===== config.mk =====
export PLATFORM = sky130hd
export DESIGN_NAME = mag_cmp
export DESIGN_NICKNAME = d
export VERILOG_FILES = /design/src/rtl/mag_cmp_pkg.sv /design/src/rtl/mag_cmp_cell2.sv /design/src/rtl/mag_cmp_join.sv /design/src/rtl/mag_cmp_chain.sv /design/src/rtl/mag_cmp_tree.sv /design/src/rtl/mag_cmp.sv
export SDC_FILE = /design/constraint.sdc
export NUM_CORES = 1
export LEC_CHECK = 0
export BUFFER_PORTS_ARGS = -buffer_cell sky130_fd_sc_hd__buf_2
export CORE_AREA = 2 2 39 41
export DETAILED_ROUTE_END_ITERATION = 7
export DIE_AREA = 0 0 41 43
export SYNTH_ARGS = -nofsm -noshare
export SYNTH_HDL_FRONTEND = slang
export SYNTH_SLANG_ARGS = --single-unit

===== constraint.sdc =====
create_clock -name vclk -period 2.3
set_input_delay 0.46 -clock vclk [all_inputs]
set_output_delay 0.46 -clock vclk [all_outputs]
set_load 0.01 [all_outputs]

===== src/rtl/mag_cmp_pkg.sv =====
package mag_cmp_pkg;

  typedef struct packed {
    logic gt;
    logic lt;
  } rel_t;

  // Higher-significance pair wins unless it reports equality.
  function automatic rel_t rel_join(input rel_t hi, input rel_t lo);
    rel_t r;
    r.gt = hi.gt | (~hi.gt & ~hi.lt & lo.gt);
    r.lt = hi.lt | (~hi.gt & ~hi.lt & lo.lt);
    return r;
  endfunction

endpackage


===== src/rtl/mag_cmp_cell2.sv =====
module mag_cmp_cell2
  import mag_cmp_pkg::*;
(
  input  logic [1:0] a,
  input  logic [1:0] b,
  output rel_t       rel
);

  always_comb begin
    rel.gt = (a[1] & ~b[1]) | (a[0] & ~b[1] & ~b[0]) | (a[1] & a[0] & ~b[0]);
    rel.lt = (~a[1] & b[1]) | (~a[1] & ~a[0] & b[0]) | (~a[0] & b[1] & b[0]);
    assert_cell_excl_R4 : assert (!(rel.gt && rel.lt));
    if (a == b) begin
      assert_cell_eq_R3 : assert (!rel.gt && !rel.lt);
    end
  end

endmodule


===== src/rtl/mag_cmp_join.sv =====
module mag_cmp_join
  import mag_cmp_pkg::*;
(
  input  rel_t hi,
  input  rel_t lo,
  output rel_t res
);

  always_comb begin
    res = rel_join(hi, lo);
    if (hi.gt || hi.lt) begin
      assert_join_hi_R5 : assert (res == hi);
    end else begin
      assert_join_lo_R6 : assert (res == lo);
    end
    assert_join_excl_R4 : assert (!(res.gt && res.lt) || (hi.gt && hi.lt) || (lo.gt && lo.lt));
  end

endmodule


===== src/rtl/mag_cmp_chain.sv =====
module mag_cmp_chain
  import mag_cmp_pkg::*;
#(
  parameter int NCELL = 4
) (
  input  rel_t [NCELL-1:0] leaf,
  output rel_t             root
);

  rel_t acc [NCELL];

  assign acc[0] = leaf[0];

  for (genvar i = 1; i < NCELL; i++) begin : g_link
    mag_cmp_join u_join (
      .hi  (leaf[i]),
      .lo  (acc[i-1]),
      .res (acc[i])
    );
  end

  assign root = acc[NCELL-1];

endmodule


===== src/rtl/mag_cmp_tree.sv =====
module mag_cmp_tree
  import mag_cmp_pkg::*;
#(
  parameter int NCELL = 4
) (
  input  rel_t [NCELL-1:0] leaf,
  output rel_t             root
);

  localparam int LVLS  = $clog2(NCELL);
  localparam int NLEAF = 1 << LVLS;
  localparam int NNODE = 2 * NLEAF - 1;

  // Heap layout: node k has children 2k+1 (less significant) and 2k+2.
  rel_t node [NNODE];

  for (genvar i = 0; i < NLEAF; i++) begin : g_leaf
    if (i < NCELL) begin : g_real
      assign node[NLEAF-1+i] = leaf[i];
    end else begin : g_pad
      assign node[NLEAF-1+i] = '0;
    end
  end

  for (genvar k = 0; k < NLEAF - 1; k++) begin : g_node
    mag_cmp_join u_join (
      .hi  (node[2*k+2]),
      .lo  (node[2*k+1]),
      .res (node[k])
    );
  end

  assign root = node[0];

endmodule


===== src/rtl/mag_cmp.sv =====
module mag_cmp
  import mag_cmp_pkg::*;
#(
  parameter int WIDTH    = 8,
  parameter bit USE_TREE = 1'b1
) (
  input  logic [WIDTH-1:0] x_in,
  input  logic [WIDTH-1:0] y_in,
  output logic             gt_o,
  output logic             lt_o
);

  localparam int NCELL = (WIDTH + 1) / 2;
  localparam int PADW  = 2 * NCELL;

  logic [PADW-1:0]  xp;
  logic [PADW-1:0]  yp;
  rel_t [NCELL-1:0] leaf;
  rel_t             root;

  assign xp = PADW'(x_in);
  assign yp = PADW'(y_in);

  for (genvar c = 0; c < NCELL; c++) begin : g_cell
    mag_cmp_cell2 u_cell (
      .a   (xp[2*c +: 2]),
      .b   (yp[2*c +: 2]),
      .rel (leaf[c])
    );
  end

  if (USE_TREE) begin : g_tree
    mag_cmp_tree #(.NCELL(NCELL)) u_merge (
      .leaf (leaf),
      .root (root)
    );
  end else begin : g_chain
    mag_cmp_chain #(.NCELL(NCELL)) u_merge (
      .leaf (leaf),
      .root (root)
    );
  end

  assign gt_o = root.gt;
  assign lt_o = root.lt;

endmodule


==> results_dict.tcl, run 1 <==
set metrics [dict create \
    post-route-period-util_pct 98.27 \
    dp_hpwl_um 532.3 \
    wl_per_cell_um 8.500 \
    p_sw_share_pct 45.99 \
    grt_pass1_wl_mm 1.021 \
    multi_input_area_um2 210.2 \
    die_w_um 41 \
    core_area_um2 1384 \
    globalplace.congestion 0.6118 \
    power_frac_seq_pct 0 \
    worstHoldPathCells 4 \
    n_sequential_cell 0 \
    clock_power_share_pct 0 \
    holdCritStartpoint "y_in[3]" \
    placement.io_buffers 18 \
    tightest_slew_ps 171.5 \
    powerDensity_nw_per_um2 187.2 \
    register_area_um2 0 \
    die_area_um2 1763 \
    grt_pass1_vias 289 \
    n_clock_buffer 0 \
    min_path_type "input pin to output port" \
    path_max_fanout 2 \
    synthToLayoutAreaGrowth_pct 57.63 \
    ioPinCount 18 \
    post_cts_buffers 0 \
    antenna_found_initial 0 \
    final_nets 70 \
    fin_setup_tns_ps 0 \
    power.total_mw 0.06536 \
    place_inst 68 \
    start_kind "input pin" \
    drc 0 \
    routed_wl_um 578 \
    mostFrequentLayoutCell "buf_2" \
    n_antenna_cell 0 \
    fin_util_pct 25.23 \
    cts_hold_buf 0 \
    fin_area_um2 349.1 \
    netlist_instances 34 \
    synth_area_per_cell_um2 6.514 \
    end_kind "output port" \
    critPathKind "input pin to output port" \
    drv_cap 0 \
    drt_iter0_markers 3 \
    pwr-share-comb_pct 100.0 \
    synth_warnings 0 \
    whs_endpoint "gt_o" \
    worst_slack_ps 39.75 \
    netlist_area_um2 221.5 \
    leakage_nw 0.1697 \
    synth.distinct_cells 20 \
    setup_viol 0 \
    start_util_pct 16.00 \
    drtAntennaViolNets 0 \
    timing.fmax_mhz 442.4 \
    drv_slew 0 \
    final_cell_mix "buf_2 (17), inv_1 (5), maj3_2 (5)" \
    ir_drop_v 0.00004853 \
    rsz0062_at_grt "no" \
    relSlewSlack_pct 88.53 \
    dpl-instance-area_um2 331.6 \
    viasPerCell 4.279 \
    synth_fp_nets 50 \
    crit_required_ps 1840 \
    overflow 0 \
    n_fill_cell 164 \
    status "complete, no violations" \
    p_sw_mw 0.03006 \
    place_ws_ps -34.49 \
    stdcell_count 68 \
    min_period_ps 2260 \
    synth_seq_area_share_pct 0 \
    drtPass1Iterations 2 \
    rows 14 \
    drive_gt1_share_pct 51.92 \
    p_int_mw 0.03530 \
    arrival_ps 1800 \
    dieHeight_um 43 \
    hold_violations 0 \
    holdWs_ps 1388 \
    grt_max_degree 5 \
    vias 291 \
    track_usage_pct 7.692 \
]
synthesized netlist by cell type:
library cell	instances	area, um2
o221ai_1	1	8.760
or3_1	1	6.260
nand2b_1	3	18.77
or3b_1	1	8.760
nand3b_1	1	7.510
nand4_1	1	6.260
maj3_1	1	10.01
o21a_1	1	7.510
o21ai_2	1	8.760
a31oi_1	1	6.260
inv_1	5	18.77
nand2_1	2	7.510
maj3_2	4	45.04
nor2_1	3	11.26
inv_2	1	3.750
o2111ai_1	1	8.760
o21ai_1	1	5.000
a31o_1	1	8.760
o21ai_0	1	5.000
nor2b_1	3	18.77
cell families (layout without fill, tap and decap cells):
kind of cell	Yosys count	in the layout	synth area share, %
compound gates	8	8	26.56
simple gates	15	15	38.43
fa+ha+maj	5	5	24.86
buf+inv	6	24	10.17
layer usage:
layer	share of wire, %	wire length, um	track usage (%)
met1	37	212	8.861
met5	0	0	0
met2	55	318	15.31
met4	0	0	0
met3	8.1	47	0
power by group through the flow:
stage | clock network, mW | logic (mW) | registers, mW
finish | 0 | 0.0654 | 0
global route | 0 | 0.0727 | 0
CTS | 0 | 0.0642 | 0
detailed placement | 0 | 0.0626 | 0
global placement | 0 | 0.0611 | 0
floorplan | 0 | 0.0360 | 0
critical path: stages:
cell and delay, ps:
buf_6 90, nand2b_4 120, maj3_2 280, maj3_2 290, maj3_2 310, o21ai_2 100, buf_2 130
what timing repair did:
item,4_1_cts,5_1_grt
gates cloned,0,0
resized for setup,1,3
endpoints found under the setup margin,1,2
pin swaps,4,4
worst max-delay path by stage:
stage / startpoint / slack [ps] / depth (start not counted) / end
detailed placement: y_in[0] / -30 / 7 / gt_o
global placement: y_in[0] / -20 / 7 / gt_o
CTS: y_in[0] / 9 / 7 / gt_o
finish: y_in[0] / 40 / 7 / gt_o
floorplan: y_in[0] / 180 / 5 / gt_o
global route: y_in[0] / 3 / 7 / gt_o
final cells by class:
type               count  area share [%]
well taps             16           5.735
inverters              6           6.452
multi-input cells     28           60.22
repair buffers        18           27.60
Power figures use the tool's default switching activity.
==> run 2, diff against run 1 <==
Settings changed: MAX_ROUTING_LAYER set to met4, PLACE_DENSITY_LB_ADDON set to 0.15.
Clock period 2.3 ns to 2.25 ns, I/O delays scaled along.
==> run 2 against run 1 <==
Cell count unchanged; wire length decreased by 6.1%; via count increased by 1.7%; combinational power increased by 3.7%; core utilization increased by 0.45 points; global-route usage decreased by 0.53 points; non-clock buffer count unchanged; hold slack got worse by 21 ps; sequential cell count unchanged; first-iteration DRC count increased by 130%; design area increased by 1.8%; setup slack got worse by 36 ps.
==> results_dict.tcl, run 2 (synthesis gave the netlist of run 1 again) <==
set metrics [dict create \
    worstPathCellList "buf_6, nand2b_4, maj3_2, maj3_2, maj3_2, o21ai_2, buf_2" \
    slowest_delay_ps 310 \
    holdCritStartpoint "y_in[3]" \
    dpl-instance-area_um2 331.6 \
    dieHeight_um 43 \
    routed_wl_um 543 \
    n_clock_buffer 0 \
    clock_power_share_pct 0 \
    cp_slowest_cell "maj3_2" \
    placement.io_buffers 18 \
    setup_viol 0 \
    drtPass1Iterations 4 \
    viasPerCell 4.353 \
    drv_slew 0 \
    drt_iter0_markers 7 \
    timing.fmax_mhz 445.2 \
    end_kind "output port" \
    vias 296 \
    drc 0 \
    min_path_type "input pin to output port" \
    drive_gt1_share_pct 51.92 \
    n_sequential_cell 0 \
    final_nets 70 \
    path_max_fanout 2 \
    stdcell_count 68 \
    dp_hpwl_um 480.6 \
    p_int_mw 0.03672 \
    die_area_um2 1763 \
    start_kind "input pin" \
    worstHoldPathCells 4 \
    grt_pass1_vias 283 \
    place_inst 68 \
    wl_per_cell_um 7.985 \
    ir_drop_v 0.00009239 \
    pwr-share-comb_pct 100.0 \
    register_area_um2 0 \
    grt_pass1_wl_um 952 \
    critPathKind "input pin to output port" \
    multi_input_area_um2 216.5 \
    relSlewSlack_pct 87.22 \
    synthToLayoutAreaGrowth_pct 60.45 \
    power.total_mw 0.06777 \
    path_common_cell "maj3_2" \
    leakage_nw 0.1745 \
    overflow 0 \
    drv_cap 0 \
    antenna_found_initial 0 \
    core_area_um2 1384 \
    holdWs_ps 1367 \
    drtAntennaViolNets 0 \
    tightest_slew_ps 191.0 \
    rsz0062_at_grt "yes" \
    rows 14 \
    crit_required_ps 1800 \
    p_sw_mw 0.03105 \
    hold_violations 0 \
    whs_endpoint "gt_o" \
    p_sw_share_pct 45.82 \
    arrival_ps 1800 \
    grt_max_degree 5 \
    ioPinCount 18 \
    final_cell_mix "buf_2 (17), inv_1 (5), maj3_2 (4)" \
    min_period_ps 2246 \
    track_usage_pct 7.165 \
    n_fill_cell 154 \
    n_antenna_cell 0 \
    worst_slack_ps 3.592 \
    start_util_pct 16.00 \
    post-route-period-util_pct 99.84 \
    fin_area_um2 355.3 \
    power_frac_seq_pct 0 \
    mostFrequentLayoutCell "buf_2" \
    powerDensity_nw_per_um2 190.7 \
    place_ws_ps -70.22 \
    status "complete, no violations" \
    die_w_um 41 \
    globalplace.congestion 0.5686 \
]
==> run 2: worst max-delay path by stage <==
stage / start / end / slack [ps] / cells past startpoint
3_3_place_gp: y_in[0] / gt_o / -80 / 7
6_report: y_in[0] / gt_o / 4 / 7
2_1_floorplan: y_in[0] / gt_o / 150 / 5
4_1_cts: y_in[0] / gt_o / -20 / 7
5_1_grt: y_in[0] / gt_o / -40 / 7
3_5_place_dp: y_in[0] / gt_o / -70 / 7
==> run 2: repair_timing <==
item | CTS | global route
buffers inserted | 0 | 0
hold buffers | 0 | 0
pin swaps | 4 | 3
setup endpoints to repair | 1 | 2
resized for setup | 2 | 2
==> run 2: per-layer routing <==
| metal | GRT usage [%] | up-vias | share of wire, % |
|---|---|---|---|
| met1 | 9.810 | 117 | 49 |
| met3 | 0 | 0 | 15 |
| met2 | 12.19 | 20 | 36 |
| met4 | 0 | 0 | 0 |
| li1 | - | 159 | - |
| met5 | - | - | 0 |
==> run 2: final cells by class <==
cell class                      count  share of cell area [%]
Multi-Input combinational cell     28                   60.92
Timing Repair Buffer               18                   27.11
Inverter                            6                   6.338
Tap cell                           16                   5.634
==> run 2: critical path: cells and delay by family <==
kind | cells | cell delay (ps)
AOI/OAI and AO/OA | 1 | 110
adders and majority gates | 3 | 890
buffers and inverters | 2 | 230
and+or+nand+nor | 1 | 120
==> run 2: metrics by stage <==
step	TNS [ps]	util, %
2_1_floorplan	0	-
3_3_place_gp	-81.79	23.96
3_5_place_dp	-70.22	23.96
4_1_cts	-23.32	24.95
5_1_grt	-68.19	25.68
6_report	0	25.68
==> run 2: power by group through the flow <==
stage          registers (mW)  logic, mW  clock network, mW
3_5_place_dp                0     0.0636                  0
2_1_floorplan               0     0.0368                  0
5_1_grt                     0     0.0764                  0
3_3_place_gp                0     0.0643                  0
4_1_cts                     0     0.0665                  0
6_report                    0     0.0678                  0
==> run 3, diff against run 2 <==
Settings changed: SETUP_SLACK_MARGIN set to 0.2.
==> run 3 against run 2 <==
The flow now finishes with violations (setup timing); first-iteration DRC count fell by 86%; sequential cell count did not move; die area did not move; core utilization rose by 1.7 points; count of clock-buffer cells in the layout did not move; design area rose by 6.7%; wire length rose by 11%; cell count rose by 1.5%; combinational power rose by 7.5%; via count rose by 2.4%; global-route usage fell by 0.20 points; critical path type unchanged; critical endpoint unchanged; highest routed layer unchanged.
==> results_dict.tcl, run 3 (synthesis gave the netlist of run 1 again) <==
set metrics [dict create \
    grt-busiest-layer "met2" \
    drive_gt1_share_pct 50.94 \
    die_area_um2 1763 \
    final_nets 71 \
    critPathKind "input pin to output port" \
    leakage_nw 0.1820 \
    die_w_um 41 \
    register_area_um2 0 \
    fin_util_pct 27.40 \
    p_int_mw 0.04201 \
    track_usage_pct 6.960 \
    ir_drop_v 0.00006602 \
    dpl-instance-area_um2 339.1 \
    post-route-period-util_pct 100.3 \
    end_kind "output port" \
    drtAntennaViolNets 0 \
    start_kind "input pin" \
    routed_wl_um 601 \
    status "complete, but fails checks" \
    powerDensity_nw_per_um2 192.3 \
    min_period_ps 2257 \
    n_antenna_cell 0 \
    setup_viol 1 \
    p_sw_mw 0.03089 \
    drc 0 \
    drtPass1Iterations 3 \
    n_clock_buffer 0 \
    rows 14 \
    dp_hpwl_um 545.2 \
    mostFrequentLayoutCell "buf_2" \
    use_met2_pct 13.44 \
    wl_per_cell_um 8.710 \
    clock_power_share_pct 0 \
    pwr-share-comb_pct 100.0 \
    hold_violations 0 \
    final_cell_mix "buf_2 (13), inv_1 (5), maj3_2 (5), buf_6 (5)" \
    dieHeight_um 43 \
    path_max_fanout 2 \
    multi_input_area_um2 207.7 \
    worst_slack_ps -7.139 \
    grt_use_met1_pct 7.595 \
    arrival_ps 1810 \
    timing.fmax_mhz 443.0 \
    failed_checks "setup timing" \
    vias 303 \
    drv_slew 0 \
    overflow 0 \
    rsz0062_at_grt "yes" \
    grt_pass1_vias 285 \
    n_sequential_cell 0 \
    fin_area_um2 379.1 \
    tightest_slew_ps 186.3 \
    core_area_um2 1384 \
    relSlewSlack_pct 87.54 \
    viasPerCell 4.391 \
    min_path_type "input pin to output port" \
    n_fill_cell 153 \
    grt_use_met3_pct 0.5236 \
    worstHoldPathCells 5 \
    ioPinCount 18 \
    crit_required_ps 1800 \
    start_util_pct 16.00 \
    power_frac_seq_pct 0 \
    antenna_found_initial 0 \
    holdWs_ps 1372 \
    synthToLayoutAreaGrowth_pct 71.19 \
    grt_pass1_wl_um 917 \
    drt_iter0_markers 1 \
    globalplace.congestion 0.5840 \
    p_sw_share_pct 42.37 \
    grt_max_degree 5 \
    drv_cap 0 \
    placement.io_buffers 18 \
]
[run 3: cell count changes in the layout (fill, tap and decap cells not counted)]
cell | previous run | this run
buf_6 | 1 | 5
nor2b_2 | 1 | 0
maj3_1 | 1 | 0
buf_2 | 17 | 13
nand2b_4 | 2 | 1
buf_4 | 0 | 1
nand2b_1 | 1 | 2
maj3_2 | 4 | 5
nor2b_1 | 2 | 3
[run 3: worst max-delay path, stage by stage]
cell and delay, ps:
buf_6 90, nand2b_4 120, maj3_2 290, maj3_2 300
maj3_2 300, o21ai_2 120, buf_2 140
[run 3: final timing paths]
check | from | to | slack (ps)
worst min-delay path | y_in[1] | lt_o | 1370
worst max-delay path | y_in[0] | gt_o | -7
[run 3: repair_timing]
action,in CTS,in global routing
setup endpoints to repair,2,2
setup buffers,1,0
pin swaps,4,4
hold buffers,0,0
resized for setup,5,1
[run 3: power by group through the flow]
stage / clock, mW / combinational (mW) / sequential, mW
after detailed placement: 0 / 0.0654 / 0
after global routing: 0 / 0.0808 / 0
after global placement: 0 / 0.0661 / 0
after CTS: 0 / 0.0729 / 0
after floorplan: 0 / 0.0376 / 0
final: 0 / 0.0729 / 0
[run 3: per-layer routing]
layer	share of wire, %	vias up
li1	-	159
met4	0	0
met3	13	0
met5	0	-
met2	43	18
met1	44	126
[run 3: final cells by class]
type	count	share of cell area, %
repair buffers	19	33.99
well taps	16	5.281
multi-input cells	28	54.79
inverters	6	5.941
[run 3: through the flow]
| step | setup WS [ps] | TNS [ps] | total power, mW | std cells |
|---|---|---|---|---|
| floorplan | 195.5 | 0 | 0.03755 | 34 |
| global placement | -24.22 | -24.22 | 0.06614 | 68 |
| detailed placement | -34.57 | -34.57 | 0.06540 | 68 |
| CTS | -19.59 | -19.59 | 0.07290 | 69 |
| global route | -53.61 | -53.61 | 0.08084 | 69 |
| finish | -7.139 | -7.139 | 0.07290 | 69 |
